--- src/rtl/tdm_pkg.sv ---
package tdm_pkg;
    localparam int CODE_W    = 6;
    localparam int GRP_W     = 4;
    localparam int LFSR_W    = 8;
    localparam int FRAME_W   = 3;
    localparam logic [LFSR_W-1:0] LFSR_MASK = 8'hB8;
    localparam logic [LFSR_W-1:0] LFSR_SEED = 8'h01;

    typedef struct packed {
        logic [FRAME_W-1:0] phase;
        logic               last;
    } frame_t;

    function automatic logic [LFSR_W-1:0] lfsr_next(input logic [LFSR_W-1:0] s,
                                                    input logic [LFSR_W-1:0] m);
        return {s[LFSR_W-2:0], ^(s & m)};
    endfunction
endpackage

--- src/rtl/tdm_prbs_gen.sv ---
module tdm_prbs_gen #(
    parameter int              W    = tdm_pkg::LFSR_W,
    parameter logic [W-1:0]    MASK = tdm_pkg::LFSR_MASK,
    parameter logic [W-1:0]    SEED = tdm_pkg::LFSR_SEED
) (
    input  logic clk,
    input  logic rst,
    output logic bit_out
);
    logic [W-1:0] state;

    always_ff @(posedge clk) begin
        if (rst) state <= SEED;
        else     state <= tdm_pkg::lfsr_next(state, MASK);
    end

    assign bit_out = state[W-1];

    // maximal-length state never collapses to zero
    a_r1_never_zero: assert property (@(posedge clk) disable iff (rst)
        state != '0);
endmodule

--- src/rtl/tdm_delay_line.sv ---
module tdm_delay_line #(
    parameter int DEPTH = 64
) (
    input  logic             clk,
    input  logic             rst,
    input  logic             din,
    output logic [DEPTH-1:0] taps
);
    logic [DEPTH-1:0] line_q;

    // falling-edge clocking keeps the line out of phase with the generator
    always_ff @(negedge clk) begin
        if (rst) line_q <= '0;
        else     line_q <= {line_q[DEPTH-2:0], din};
    end

    assign taps = line_q;
endmodule

--- src/rtl/tdm_tap_select.sv ---
module tdm_tap_select #(
    parameter int CODE_W = tdm_pkg::CODE_W,
    parameter int GRP_W  = tdm_pkg::GRP_W
) (
    input  logic [2**CODE_W-1:0] taps,
    input  logic [CODE_W-1:0]    code,
    output logic                 sel
);
    localparam int GSZ  = 2**GRP_W;
    localparam int NGRP = 2**(CODE_W-GRP_W);

    logic [NGRP-1:0] cand;
    logic [GRP_W-1:0] lo;
    logic [CODE_W-GRP_W-1:0] hi;

    assign lo = code[GRP_W-1:0];
    assign hi = code[CODE_W-1:GRP_W];

    for (genvar g = 0; g < NGRP; g++) begin : g_grp
        logic [GSZ-1:0] slice;
        assign slice   = taps[g*GSZ +: GSZ];
        assign cand[g] = slice[lo];
    end

    assign sel = cand[hi];
endmodule

--- src/rtl/tdm_frame_ctrl.sv ---
module tdm_frame_ctrl #(
    parameter int FRAME_W = tdm_pkg::FRAME_W,
    parameter int CODE_W  = tdm_pkg::CODE_W
) (
    input  logic              clk,
    input  logic              rst,
    input  logic [CODE_W-1:0] code_in,
    output logic [CODE_W-1:0] code_q,
    output logic              frame_last
);
    localparam logic [FRAME_W-1:0] LAST = FRAME_W'(2**FRAME_W - 1);

    tdm_pkg::frame_t fr;

    always_ff @(posedge clk) begin
        if (rst) fr.phase <= '0;
        else     fr.phase <= fr.phase + 1'b1;
    end

    assign fr.last = (fr.phase == LAST);

    always_ff @(posedge clk) begin
        if (rst)          code_q <= '0;
        else if (fr.last) code_q <= code_in;
    end

    assign frame_last = fr.last;

    // frame pulse lasts a single cycle
    a_r4_single_pulse: assert property (@(posedge clk) disable iff (rst)
        frame_last |=> !frame_last);
    // code is held outside frame ends
    a_r5_code_hold: assert property (@(posedge clk) disable iff (rst)
        !frame_last |=> $stable(code_q));
    // code loads from the input at a frame end
    a_r5_code_load: assert property (@(posedge clk) disable iff (rst)
        frame_last |=> code_q == $past(code_in));
endmodule

--- src/rtl/tdm_tx.sv ---
module tdm_tx #(
    parameter int CODE_W  = tdm_pkg::CODE_W,
    parameter int GRP_W   = tdm_pkg::GRP_W,
    parameter int FRAME_W = tdm_pkg::FRAME_W
) (
    input  logic              clk,
    input  logic              rst,
    input  logic [CODE_W-1:0] sample_code,
    output logic              ref_bit,
    output logic              dly_bit,
    output logic              frame_mark
);
    localparam int DEPTH = 2**CODE_W;

    logic [DEPTH-1:0]  taps;
    logic [CODE_W-1:0] code_q;
    logic              tap_sel;

    tdm_prbs_gen u_gen (
        .clk     (clk),
        .rst     (rst),
        .bit_out (ref_bit)
    );

    tdm_delay_line #(.DEPTH(DEPTH)) u_line (
        .clk  (clk),
        .rst  (rst),
        .din  (ref_bit),
        .taps (taps)
    );

    tdm_frame_ctrl #(.FRAME_W(FRAME_W), .CODE_W(CODE_W)) u_frame (
        .clk        (clk),
        .rst        (rst),
        .code_in    (sample_code),
        .code_q     (code_q),
        .frame_last (frame_mark)
    );

    tdm_tap_select #(.CODE_W(CODE_W), .GRP_W(GRP_W)) u_sel (
        .taps (taps),
        .code (code_q),
        .sel  (tap_sel)
    );

    assign dly_bit = ~tap_sel;

    // code 0 sends the inverted reference of the same cycle
    a_r3_zero_delay: assert property (@(posedge clk) disable iff (rst)
        (code_q == '0) |-> dly_bit == ~ref_bit);
    // code 1 sends the inverted reference of the previous cycle
    a_r7_unit_delay: assert property (@(posedge clk) disable iff (rst)
        (code_q == CODE_W'(1)) |-> dly_bit == ~$past(ref_bit));
endmodule

--- config.mk ---
export PLATFORM = sky130hd
export DESIGN_NAME = tdm_tx
export DESIGN_NICKNAME = d
export VERILOG_FILES = /design/src/rtl/tdm_pkg.sv /design/src/rtl/tdm_prbs_gen.sv /design/src/rtl/tdm_delay_line.sv /design/src/rtl/tdm_tap_select.sv /design/src/rtl/tdm_frame_ctrl.sv /design/src/rtl/tdm_tx.sv
export SDC_FILE = /design/constraint.sdc
export NUM_CORES = 1
export LEC_CHECK = 0
export ABC_AREA = 1
export BUFFER_PORTS_ARGS = -buffer_cell sky130_fd_sc_hd__buf_2
export CORE_MARGIN = 2
export CORE_UTILIZATION = 49
export CTS_CLUSTER_SIZE = 25
export DETAILED_ROUTE_END_ITERATION = 10
export HOLD_SLACK_MARGIN = 0.12
export MAX_ROUTING_LAYER = met4
export PLACE_DENSITY = 0.66
export SYNTH_ARGS = -nofsm -noshare
export SYNTH_HDL_FRONTEND = slang
export SYNTH_SLANG_ARGS = --single-unit
--- constraint.sdc ---
create_clock -name clk -period 2.6 [get_ports clk]
set_input_delay 0 -clock clk [delete_from_list [all_inputs] [get_ports clk]]
set_output_delay 0 -clock clk [all_outputs]
set_load 0.01 [all_outputs]
# Word-level counts from Yosys, hierarchy flattened
# Cells that the tools add are included.
[op_classes]
n_bitwise = 1
n_mux = 10
reduce_logical = 1
order_cmp = 2
eq_ne = 1
add_sub_neg = 1
[ops]
columns = ["cell", "n"]
rows = [
  ["$bmux 1 s4", 4],
  ["$reduce_xor 8->1", 1],
  ["$lt 4x5->1 const B", 1],
  ["$mux 1", 5],
  ["$add 3x1->3 const B", 1],
  ["$eq 3x3->1 const B", 1],
  ["$lt 2x3->1 const B", 1],
  ["$bmux 1 s2", 1],
  ["$not 1->1", 1],
]
[totals]
out_inout_bits = 3
ff_bits = 81
inputBits = 8

# Logic depth before layout (Yosys ltp)
# Gate-level depths: netlist of run 1.
[logic_depth]
depth_word = 5
ltp_mapped = 10

# Modules after synthesis
# A second synthesis of run 1 with hierarchy kept.
[unflattened]
hier_cells = 442
hier_area_um2 = 3191.8
[by_module_without_submodules]
columns = ["mod", "area_per_inst_um2", "instances", "cells_per_inst"]
rows = [
  ["tdm_delay_line", 1844.3, 1, 200],
  ["tdm_tap_select", 696.9, 1, 152],
  ["tdm_frame_ctrl", 364.1, 1, 49],
  ["tdm_prbs_gen", 282.8, 1, 40],
  ["tdm_tx", 3.8, 1, 1],
]

==> run metrics, run 1 <==
status=finished with violations; failing checks=setup timing; startpoint types=flop; top cell type's share of synthesized area=53.7%; syn nets=412; H-tree levels=3; Clock Skews=0.0330 ns; Crit. Startpoint=u_line.taps[11]$_SDFF_NP0_; fin. max-slew vios=0; share of layout cells above drive strength 1=14.0%; dpl cells=470; Area Overhead vs Synth=22.2%; Syn Area/Cell=7.51 µm²; fin nets=485; synth warn=0; io pins=11; Die H=82.5 µm; Die Width=82.5 µm; Netlist cell types=18; Routability Congestion=0.776; setup_tns=-0.103 ns; synthesis-stage register bit count=81; PwrDens=698 nW/µm²; R2R Setup Slk=0.79 ns; setup violators final=1; most common cell after layout, fill and taps aside=inv_1; CP endpoint kind=output port; Max Cap Violations=0; Leak=1.68 nW; Row Count=28; VDD IR max=0.000488 V; Reg2Reg Depth=2; Crit Path Max Fanout=2; worst r2r dst=u_line.taps[0]$_SDFF_NP0_; drt pass-1 iters=4; Slew @ Worst Pin=0.421 ns; Initial Util=51.0%; Core ar.=5920 µm²; ANT nets after route=0; post-synthesis sequential area ratio=53.7%; # diodes=0; initial antenna violation count=0; vias in the first global route=2498; setup ws final=-0.103 ns; Mapped Cells=402; commonest cells after routing, fill and taps aside=inv_1 (141), nor2_1 (80), dfxtp_1 (68); Tot GR Track Use=20.5%; first-pass GRT wire length=10300 µm; worst setup path end=dly_bit; worst min path class=in -> reg; clock transition at the registers of the reported paths=0.08 ns; largest area contributor in the netlist=dfxtp_1; unrepaired setup endpoints after global routing=yes; final hold violations=0; r2r startpoint=u_gen.state[7]$_SDFF_PP0_; die area=6800 µm²; Worst-Skew Late Latency=0.38 ns; ranking of synthesized cells by area=dfxtp_1 (54%), nand3_1 (10%), nor2_1 (10%); final hold slack=0.134 ns; largest net degree at the start of global routing=82; fillers=552; CTS root buf=clkbuf_8; DR iter-0 viols=153; CTS buffer count=9; kind of critical path=reg -> out; final WL=6150 µm; wire per inst=11.1 µm; via/cell ratio=4.52; CTS tree=built; total gr overflow=0; Clock Path Buffers=2; worst path arrival time=2.70 ns; final std cells w/o fill=555; drt drc=0; port buffer count=10; clock sink total=81; Slew headroom=71.9%; Via Count=2509; Worst EP required=2.60 ns; dpl hpwl=3320 µm; Netlist Area Pre-Place=3020 µm²
worst max-delay path: stages, from the launching register on:
cell     delay, ns
dfxtp_1       0.30
nand2_1       0.05
nand3_1       0.08
nand3_1       0.10
nand3_1       0.09
nand3_1       0.11
nand3_2       0.08
nand2_2       0.09
buf_6         0.10
stage by stage:
| step | utilization, % | cell area, µm² | setup WS, ns | power, W |
|---|---|---|---|---|
| 6_report | 62.3 | 3690 | -0.103 | 0.00257 |
| 5_1_grt | 62.3 | 3690 | -0.203 | 0.00274 |
| 4_1_cts | 60.7 | 3590 | -0.0987 | 0.00262 |
| 3_5_place_dp | 51.8 | 3070 | 0.295 | 0.00148 |
| 3_3_place_gp | 51.8 | 3070 | 0.296 | 0.00148 |
| 2_1_floorplan | - | 3020 | 0.512 | 0.00147 |
power breakdown:
part           internal, W  switching (W)  leakage [nW]
Combinational    0.0000229      0.0000370         0.588
Sequential         0.00126     0.00000369         0.661
Clock             0.000560       0.000692         0.434
repair_timing:
action | 4_1_cts | 5_1_grt
gates resized for setup | 13 | 25
pin swaps | 9 | 13
endpoints found under the hold margin | 6 | 0
hold buffers | 6 | 0
buffers inserted | 0 | 0
endpoints found under the setup margin | 1 | 1
Yosys cell counts:
| master | n |
|---|---|
| a211oi_1 | 6 |
| a21oi_1 | 1 |
| buf_2 | 2 |
| buf_4 | 3 |
| buf_6 | 6 |
| clkbuf_1 | 10 |
| clkinv_1 | 1 |
| dfxtp_1 | 81 |
| ha_1 | 2 |
| inv_1 | 78 |
| inv_2 | 1 |
| inv_4 | 1 |
| nand2_1 | 65 |
| nand3_1 | 62 |
| nor2_1 | 80 |
| o21ai_0 | 1 |
| xnor2_1 | 1 |
| xor2_1 | 1 |
layer usage:
metal  vias up  share of wire, %  track usage [%]
met5         -                 0                -
met4         0               1.2             9.83
met3         9               3.4             8.48
met2        30                47             31.6
met1      1127                48             23.1
li1       1343                 -                -
sequential cells by signal (all words and copies together) (netlist names):
name	flops
u_frame.fr	3
u_frame.code_q	6
u_line.taps	64
u_gen.state	8
worst min-delay path by stage:
stage                                                end  depth (start not counted)  slack (ns)      startpoint
final                          u_gen.state[7]$_SDFF_PP0_                          3        0.13             rst
after floorplan           u_frame.code_q[0]$_SDFFE_PP0P_                          2        0.18  sample_code[0]
after CTS                      u_gen.state[7]$_SDFF_PP0_                          3        0.13             rst
after global routing           u_gen.state[7]$_SDFF_PP0_                          3        0.15             rst
after detailed placement  u_frame.code_q[1]$_SDFFE_PP0P_                          3        0.29  sample_code[1]
after global placement    u_frame.code_q[1]$_SDFFE_PP0P_                          3        0.29  sample_code[1]
cell families (layout without fill, tap and decap cells):
kind of cell	count (synthesis)	count (layout)	synth area share (%)
compound gates	8	8	1.82
xor+xnor	2	2	0.581
fa+ha+maj	2	2	0.829
buf+inv	102	180	14.7
flops	81	81	53.7
simple gates	207	207	28.3
layout make-up:
cell class	count	area, µm²	share of cell area [%]
multi-input combinational	219	1060	28.9
sequential	81	1640	44.4
inverter	80	303	8.21
timing repair buffer	20	159	4.31
clock inverter	66	256	6.96
tap	75	93.8	2.54
clock buffer	14	173	4.68
Note: power is estimated with default switching activity, not from simulation.
==> run 2: changes to the inputs <==
--- a/config.mk
+++ b/config.mk
@@ -12,7 +12,6 @@
 export CTS_CLUSTER_SIZE = 25
 export DETAILED_ROUTE_END_ITERATION = 10
 export HOLD_SLACK_MARGIN = 0.12
-export MAX_ROUTING_LAYER = met4
 export PLACE_DENSITY = 0.66
 export SYNTH_ARGS = -nofsm -noshare
 export SYNTH_HDL_FRONTEND = slang
==> run 2 against run 1 <==
The run still ends with setup timing left. Clock skew increased by 0.00095 ns. Sequential power about the same. Highest routed layer unchanged. Hold slack improved by 0.0077 ns. Die area unchanged. Critical endpoint unchanged. Largest power group unchanged. Core utilization about the same.
==> run metrics, run 2 (same netlist as run 1, synthesis figures left out) <==
status=finished with violations; failing checks=setup timing; Clock Skews=0.0339 ns; initial antenna violation count=0; Largest register FFs=64; Via Count=2537; slowest stage delay, CP=0.30 ns; clock sink total=81; PwrDens=697 nW/µm²; Worst Hold Depth=3; Seq pwr share=49.1%; Leak=1.68 nW; drt pass-1 iters=4; R2R Setup Slk=0.79 ns; Worst Hold End=u_gen.state[7]$_SDFF_PP0_; Die H=82.5 µm; Net Sw Frac=28.4%; clock transition at the registers of the reported paths=0.08 ns; share of layout cells above drive strength 1=14.4%; H-tree levels=3; Area Overhead vs Synth=22.3%; Tot GR Track Use=19.9%; final hold violations=0; die area=6800 µm²; total gr overflow=0; dpl hpwl=3320 µm; Place WS=0.295 ns; worst path arrival time=2.70 ns; CTS buffer count=9; wire per inst=11.1 µm; VDD IR max=0.000487 V; Buf+Inv Stages, Crit Path=1; CTS root buf=clkbuf_8; io pins=11; startpoint types=flop; post-CTS setup buffers=0; fin. max-slew vios=0; Reg2Reg Depth=2; CTS tree=built; internal power=0.00184 W; via/cell ratio=4.57; Total Power=0.00257 W; Net Sw Power=0.000731 W; r2r startpoint=u_gen.state[7]$_SDFF_PP0_; Slew headroom=72.0%; Initial Util=51.0%; worst min path class=in -> reg; clock share of power=48.6%; setup violators final=1; first-pass GRT wire length=10300 µm; Crit-path slowest cell=dfxtp_1; Max Cap Violations=0; unrepaired setup endpoints after global routing=yes; vias in the first global route=2500; ANT nets after route=0; cell family with most CP delay=simple AND/OR/NAND/NOR gates; hold path startpoint=rst; worst-path cell chain=nand2_1, nand3_1, nand3_1, nand3_1, nand3_1, nand3_2, nand2_2, buf_6; kind of critical path=reg -> out; port buffer count=10; CP endpoint kind=output port; # diodes=0; Slew @ Worst Pin=0.420 ns; drt drc=0; Routability Congestion=0.766; Area after DPL=3070 µm²; Core ar.=5920 µm²; Crit Path Max Fanout=2; Die Width=82.5 µm; worst r2r dst=u_line.taps[0]$_SDFF_NP0_; setup ws final=-0.0970 ns; most common cell after layout, fill and taps aside=inv_1; final WL=6170 µm; Worst-Skew Late Latency=0.38 ns; Finished Cell Area=3690 µm²; Top cell by count, worst path=nand3_1; Comb pwr share=2.3%; Worst EP required=2.60 ns; Clock Path Buffers=2; fin nets=485; largest net degree at the start of global routing=82; commonest cells after routing, fill and taps aside=inv_1 (141), nor2_1 (80), dfxtp_1 (66); DR iter-0 viols=155; Row Count=28
## run 2: cell types whose count changed in the layout (fill, tap and decap cells not counted)
cell and delta:
dfxtp_1 -2, dfxtp_2 +2
## run 2: worst max path at each step
stage / startpoint / to / slack (ns) / cells past startpoint
final: u_line.taps[11]$_SDFF_NP0_ / dly_bit / -0.1 / 8
after global routing: u_line.taps[8]$_SDFF_NP0_ / dly_bit / -0.20 / 8
after CTS: u_line.taps[41]$_SDFF_NP0_ / dly_bit / -0.1 / 8
after detailed placement: u_line.taps[51]$_SDFF_NP0_ / dly_bit / 0.30 / 8
after global placement: u_line.taps[51]$_SDFF_NP0_ / dly_bit / 0.30 / 8
after floorplan: u_line.taps[27]$_SDFF_NP0_ / dly_bit / 0.51 / 7
## run 2: timing repair
action                                 in CTS  in global routing
endpoints found under the hold margin       6                  0
gates resized for setup                    13                 27
gates cloned                                0                  0
setup endpoints to repair                   1                  1
hold buffers                                6                  0
pin swaps                                   9                 13
## run 2: layer usage
layer | up-vias | track usage, % | wire length, µm
li1 | 1344 | - | -
met1 | 1148 | 23.1 | 2950
met2 | 40 | 31.6 | 2900
met3 | 5 | 8.37 | 272
met4 | 0 | 9.83 | 46
met5 | - | 0 | 0
## run 2: power groups by stage
stage	registers, W	clock network (W)	logic (W)
finish	0.00126	0.00125	0.0000600
global route	0.00126	0.00141	0.0000684
global placement	0.00128	0.000152	0.0000513
floorplan	0.00128	0.000152	0.0000364
CTS	0.00126	0.00130	0.0000594
detailed placement	0.00128	0.000152	0.0000513
## run 2: stage by stage
stage / setup TNS, ns / util [%] / hold slack [ns] / instances
5_1_grt: -0.202 / 62.3 / 0.137 / 555
3_5_place_dp: 0 / 51.8 / 0.288 / 470
6_report: -0.0970 / 62.3 / 0.141 / 555
2_1_floorplan: 0 / - / 0.176 / 402
4_1_cts: -0.0987 / 60.7 / 0.128 / 555
3_3_place_gp: 0 / 51.8 / 0.290 / 470
## run 2: layout make-up
class	count	area [µm²]
Inverter	80	303
Timing Repair Buffer	20	159
Multi-Input combinational cell	219	1060
Clock buffer	14	173
Sequential cell	81	1640
Clock inverter	66	256
Fill cell	552	2230
Tap cell	75	93.8
## run 2: tightest hold or removal path: cells and delay by family
family	cells	cell delay, ns
buffers and inverters	2	0.32
and+or+nand+nor	1	0.12
